[config.mk]
export PLATFORM = sky130hd
export DESIGN_NAME = hbcfg_regfile
export DESIGN_NICKNAME = d
export VERILOG_FILES = /design/src/rtl/hbcfg_pkg.sv /design/src/rtl/hbcfg_wfilter.sv /design/src/rtl/hbcfg_rport.sv /design/src/rtl/hbcfg_regfile.sv
export SDC_FILE = /design/constraint.sdc
export NUM_CORES = 2
export LEC_CHECK = 0
export ABC_AREA = 0
export BUFFER_PORTS_ARGS = -buffer_cell sky130_fd_sc_hd__buf_2
export CAP_MARGIN = 0
export CORE_MARGIN = 2
export CORE_UTILIZATION = 25
export CTS_BUF_LIST = sky130_fd_sc_hd__clkbuf_8
export DETAILED_ROUTE_END_ITERATION = 10
export SETUP_SLACK_MARGIN = 0.1
export SLEW_MARGIN = 20
export SYNTH_ARGS = -nofsm -noshare
export SYNTH_HDL_FRONTEND = slang
export SYNTH_SLANG_ARGS = --single-unit
export TNS_END_PERCENT = 30
[constraint.sdc]
create_clock -name clk -period 4.8 [get_ports clk]
set_input_delay 0.96 -clock clk [delete_from_list [all_inputs] [get_ports clk]]
set_output_delay 0.96 -clock clk [all_outputs]
set_load 0.1 [all_outputs]
[src/rtl/hbcfg_pkg.sv]
package hbcfg_pkg;
    localparam int unsigned CFG_BYTES = 256;
    localparam int unsigned ADDR_W    = $clog2(CFG_BYTES);
    localparam int unsigned DATA_W    = 8;
    localparam int unsigned FUNC_W    = 3;

    typedef logic [DATA_W-1:0] byte_t;
    typedef logic [ADDR_W-1:0] addr_t;

    typedef struct packed {
        logic [CFG_BYTES-1:0][DATA_W-1:0] mem;
    } cfg_state_t;

    // Offsets whose write behaviour is special
    localparam addr_t OFS_CMD   = 8'h04;
    localparam addr_t OFS_STAT  = 8'h07;
    localparam addr_t OFS_MISC  = 8'h0D;
    localparam addr_t OFS_APBAS = 8'h12;
    localparam addr_t OFS_CCTL1 = 8'h50;
    localparam addr_t OFS_CCTL2 = 8'h51;
    localparam addr_t OFS_PERF  = 8'h53;
    localparam addr_t OFS_MIRR  = 8'h75;

    localparam byte_t CMD_WMASK  = 8'h40;
    localparam byte_t STAT_W1C   = 8'hB0;
    localparam byte_t MISC_WMASK = 8'h07;
    localparam byte_t APB_WMASK  = 8'hF0;
    localparam byte_t MIRR_FIELD = 8'h30;

    // Offsets that refuse every write
    function automatic logic is_ro(input addr_t a);
        return (a <= 8'h03)
            || (a >= 8'h05 && a <= 8'h06)
            || (a >= 8'h08 && a <= 8'h0C)
            || (a >= 8'h0E && a <= 8'h11)
            || (a >= 8'h14 && a <= 8'h4F);
    endfunction

    function automatic byte_t reset_byte(input addr_t a);
        case (a)
            8'h00:   return 8'h06;
            8'h01:   return 8'h11;
            8'h0B:   return 8'h06;
            8'h10:   return 8'h08;
            8'h34:   return 8'hA0;
            default: return 8'h00;
        endcase
    endfunction

    function automatic cfg_state_t reset_state();
        cfg_state_t s;
        for (int i = 0; i < CFG_BYTES; i++) begin
            s.mem[i] = reset_byte(addr_t'(i));
        end
        return s;
    endfunction

    // Plain write mask; variant 1 restricts the control bytes
    function automatic byte_t plain_mask(input addr_t a, input int unsigned variant);
        if (variant == 1) begin
            case (a)
                OFS_CCTL1: return 8'hF8;
                OFS_CCTL2: return 8'hEB;
                OFS_PERF:  return 8'hF0;
                default:   return 8'hFF;
            endcase
        end
        return 8'hFF;
    endfunction
endpackage

[src/rtl/hbcfg_wfilter.sv]
module hbcfg_wfilter
    import hbcfg_pkg::*;
#(
    parameter int unsigned VARIANT = 0
) (
    input  addr_t addr,
    input  byte_t old_byte,
    input  byte_t wdata,
    input  byte_t mirr_old,
    output logic  wr_ok,
    output byte_t new_byte,
    output logic  mirr_en,
    output byte_t mirr_new
);
    byte_t mask;

    always_comb begin
        wr_ok    = !is_ro(addr);
        mirr_en  = 1'b0;
        mirr_new = mirr_old;
        mask     = plain_mask(addr, VARIANT);
        new_byte = (old_byte & ~mask) | (wdata & mask);
        case (addr)
            OFS_CMD: begin
                new_byte = (old_byte & ~CMD_WMASK) | (wdata & CMD_WMASK);
            end
            OFS_STAT: begin
                new_byte = old_byte & ~(wdata & STAT_W1C);
            end
            OFS_MISC: begin
                new_byte = (old_byte & ~MISC_WMASK) | (wdata & MISC_WMASK);
                mirr_en  = 1'b1;
                mirr_new = (mirr_old & ~MIRR_FIELD) | {2'b00, wdata[2:1], 4'h0};
            end
            OFS_APBAS: begin
                new_byte = wdata & APB_WMASK;
            end
            default: ;
        endcase
    end
endmodule

[src/rtl/hbcfg_rport.sv]
module hbcfg_rport
    import hbcfg_pkg::*;
(
    input  logic [FUNC_W-1:0] func,
    input  addr_t             addr,
    input  cfg_state_t        state,
    output byte_t             rdata
);
    always_comb begin
        if (func == '0) begin
            rdata = state.mem[addr];
        end else begin
            rdata = 8'hFF;
        end
    end
endmodule

[src/rtl/hbcfg_regfile.sv]
module hbcfg_regfile
    import hbcfg_pkg::*;
#(
    parameter int unsigned VARIANT = 0
) (
    input  logic              clk,
    input  logic              rst_n,
    input  logic [FUNC_W-1:0] acc_func,
    input  logic [ADDR_W-1:0] acc_addr,
    input  logic              acc_we,
    input  logic [DATA_W-1:0] acc_wdata,
    input  logic [DATA_W-1:0] stat_evt,
    output logic [DATA_W-1:0] acc_rdata
);
    localparam cfg_state_t RST_STATE = reset_state();

    cfg_state_t st_d, st_q;
    logic       wr_ok;
    logic       mirr_en;
    byte_t      new_byte;
    byte_t      mirr_new;

    hbcfg_wfilter #(.VARIANT(VARIANT)) u_wfilter (
        .addr     (acc_addr),
        .old_byte (st_q.mem[acc_addr]),
        .wdata    (acc_wdata),
        .mirr_old (st_q.mem[OFS_MIRR]),
        .wr_ok    (wr_ok),
        .new_byte (new_byte),
        .mirr_en  (mirr_en),
        .mirr_new (mirr_new)
    );

    hbcfg_rport u_rport (
        .func  (acc_func),
        .addr  (acc_addr),
        .state (st_q),
        .rdata (acc_rdata)
    );

    always_comb begin
        st_d = st_q;
        if (acc_we && acc_func == '0 && wr_ok) begin
            st_d.mem[acc_addr] = new_byte;
            if (mirr_en) begin
                st_d.mem[OFS_MIRR] = mirr_new;
            end
        end
        // Status set pulses are applied last so they win over a clear
        st_d.mem[OFS_STAT] = st_d.mem[OFS_STAT] | (stat_evt & STAT_W1C);
    end

    always_ff @(posedge clk or negedge rst_n) begin
        if (!rst_n) begin
            st_q <= RST_STATE;
        end else begin
            st_q <= st_d;
        end
    end
endmodule

==> run summary <==
====================================================================================
Max capacitance violation total                                                    0
Hold crit path type                                                     input port to flop
Area Growth Syn to Fin                                                         15.7%
Post-detailed-placement half-perimeter wirelength                             150 mm
Worst setup path endpoint                                               acc_rdata[2]
Crit path capture type                                                  primary output
Initial cell density of the core                                               0.251
TritonCTS clock tree                                                             yes
Post-placement cell area                                                  90,600 µm²
Flip-flop and latch count after synthesis                                      2,048
Die area                                                                 346,000 µm²
Layout cell share with drive strength beyond 1                                 0.227
Unrepaired setup endpoints after global routing                                  yes
Design area                                                               98,600 µm²
Summed instance area of the synthesized netlist                           85,300 µm²
Primary FF master, synth                                                     dfrtp_1
Remaining antenna violation count after routing                                    0
Average size of a mapped cell                                               11.8 µm²
Highest-delay cell along the critical path                                    mux4_2
Die width                                                                     588 µm
Final nets                                                                     6,906
Core area                                                                340,000 µm²
Data arrival time of the worst path                                          3950 ps
Cell Rows                                                                        214
CP cell instances                                                       buf_16, buf_12, buf_4, buf_12, mux4_2, mux4_2, mux4_2, o21ai_2, nand3_4, buf_12
List of most frequent post-synthesis cells                              dfrtp_1, nand2_1, o21ai_0
Number of buffer cells added on primary ports                                     32
Relative contribution of sequential cells to total power                       0.499
Regs by FF count                                                         st_q (2048)
Sequential cell area fraction in the yosys report                              0.601
Peak clock frequency supported by timing                                     204 MHz
Part of the total power dissipated in the clock network                        0.445
Cell with the most instances after synthesis                                 dfrtp_1
Hold violation total from the final report                                         0
Distinct cell type count after synthesis                                          59
CP required                                                                  3840 ps
Leakage power of the design                                                0.0436 µW
Number of DRC violations after detailed-routing iteration 0                    4,911
Capturing point of the worst reg2reg path                               st_q[63]$_DFF_PN0_
Via density                                                                     4.62
Combinational fraction of design power                                         0.057
Max reg flops                                                                  2,048
Count of synthesis-stage warnings from yosys                                       0
Setup slack of the most critical reg-to-reg path                             2180 ps
Number of vias in the routed layout                                           53,900
Worst-Skew Late Latency                                                      1020 ps
Relative slew slack                                                            0.260
Proportion of synthesized flip-flops having asynchronous set or reset           1.00
Top reg by flops                                                                st_q
Number of setup violations in the final report                                     8
Worst-case vdd ir drop                                                        245 µV
Violations in the final reports                                         negative setup slack
TritonCTS buffer count                                                           356
Hold Crit Start                                                          stat_evt[7]
Vertical extent of the die                                                    588 µm
Critical path launch point type                                           input port
Clock root buffer                                                           clkbuf_8
Max FO, Critical Path                                                              8
Share of the cycle needed by the critical path after routing                    1.02
Worst-case clock skew                                                        48.9 ps
Number of antenna violations at the first check in global routing                 14
Max-slew violation count                                                           0
Category of the critical setup timing path                              input port to primary output
Vias in the first global route                                                56,000
TritonCTS sink count                                                           2,048
Boundary pin count                                                                38
Fraction of power spent switching nets                                         0.239
Clock period minus final worst setup slack                                   4910 ps
Fill cell total of the finished layout                                        34,300
Post-Syn Instances                                                             7,239
Clock transition at path regs                                                  50 ps
Internal Pwr Total                                                         26,600 µW
Transition time at the pin with the least slew margin                        1110 ps
Number of enable flip-flop cells after synthesis                                   0
First-pass GRT wire length                                                    356 mm
Total power per unit cell area                                            354 nW/µm²
Largest area contributor in the netlist                                      dfrtp_1
Slowest stage delay, CP                                                       610 ps
Drt first pass iters                                                               6
Synth top area share                                                           0.598
Synthesized netlist net count                                                  7,269
Post-layout power                                                          34,900 µW
Top post-synthesis cells by area                                        dfrtp_1, mux4_2, o21ai_0
Outcome                                                                 finished, violations left
Longest Clk Path Bufs                                                              4
Final setup margin                                                           -109 ps
H-Tree Level Count                                                                 5
Global Route Usage Sum                                                         0.134
Startpoint of the most critical register-to-register path               st_q[63]$_DFF_PN0_
Maximum number of pins on one net before global-route repair                     145
Overall routed net length                                                     231 mm
CP startpoint                                                            acc_addr[0]
Mean routed wirelength per cell                                              19.8 µm
Number of cell instances on the worst register-to-register path                    7
Switching Power                                                              8340 µW
Total congestion overflow                                                          0
Drt drc                                                                            0
Final RePlAce weighted congestion                                              0.855
====================================================================================
## worst max-delay path: cells and delay by family
kind,cells,cell delay [ps]
muxes,3,1730
buffers and inverters,5,790
AOI/OAI and AO/OA,1,220
and+or+nand+nor,1,160
## worst min path at each step
stage	endpoint	slack, ps	cells after the start
after floorplan	st_q[220]$_DFFE_PN0P_	420	1
after global placement	st_q[90]$_DFFE_PN1P_	360	0
after detailed placement	st_q[1]$_DFFE_PN1P_	360	0
after CTS	st_q[63]$_DFF_PN0_	170	3
after global routing	st_q[63]$_DFF_PN0_	210	3
final	st_q[63]$_DFF_PN0_	250	3
## timing repair
action                                  4_1_cts  5_1_grt
hold endpoints to repair                     25        0
pin swaps                                    14        5
endpoints found under the setup margin        8        8
buffers inserted                             21        0
gates resized for setup                     124       16
gates cloned                                  9        0
hold buffers                                  1        0
## routing by layer
layer | track usage | part of all wire
met4 | 0.0640 | 0.045
met5 | 0 | 0
met2 | 0.207 | 0.46
met3 | 0.0295 | 0.069
met1 | 0.177 | 0.42
## stage by stage
stage	std cells	hold slack, ps	worst slack (ps)	utilization	TNS (ps)
2_1_floorplan	7239	424	-0.632	-	-0.632
3_3_place_gp	11000	356	-879	0.267	-4810
3_5_place_dp	11000	357	-893	0.267	-4770
4_1_cts	11700	169	-115	0.290	-563
5_1_grt	11700	212	-126	0.291	-725
6_report	11700	251	-109	0.291	-411
## placed cells by master, fill, tap and decap left out, types with 15 or more instances in the layout
cell | synthesis | final
mux4_2 | 588 | 588
buf_2 | 37 | 18
clkbuf_8 | 0 | 445
nand2_1 | 1640 | 1631
buf_12 | 0 | 98
inv_1 | 5 | 127
nor3_1 | 22 | 15
nor2_1 | 51 | 47
clkinv_2 | 0 | 31
mux2i_1 | 88 | 80
o21ai_0 | 1420 | 1415
mux2_2 | 30 | 30
dfrtp_1 | 2039 | 2039
o22ai_1 | 24 | 19
buf_4 | 39 | 277
## cells by family (layout without fill, tap and decap cells)
group,after synthesis,in the layout,share of synthesized area
mux,706,706,0.170
buf+inv,1158,1047,0.0547
simple gates,1790,1790,0.0812
compound gates,1537,1537,0.0933
flops,2048,2048,0.601
other cells,0,4,0
## area by class of cell
type / count / area (µm²) / area share
antenna: 4 / 10.0 / 0.000101
clock buffer: 444 / 6110 / 0.0620
clock inverter: 166 / 827 / 0.00838
inverter: 7 / 26.3 / 0.000266
multi-input combinational: 4033 / 29800 / 0.303
sequential: 2048 / 51300 / 0.520
tap: 4536 / 5680 / 0.0575
timing repair buffer: 430 / 4890 / 0.0495
## power groups by stage
stage	registers (µW)	logic, µW	clock network, µW
after floorplan	17700	827	0
after global placement	17700	1840	0
after detailed placement	17700	1880	0
after CTS	17400	1990	15900
after global routing	17400	2130	16700
final	17400	1980	15500
Note: power is estimated with default switching activity, not from simulation.
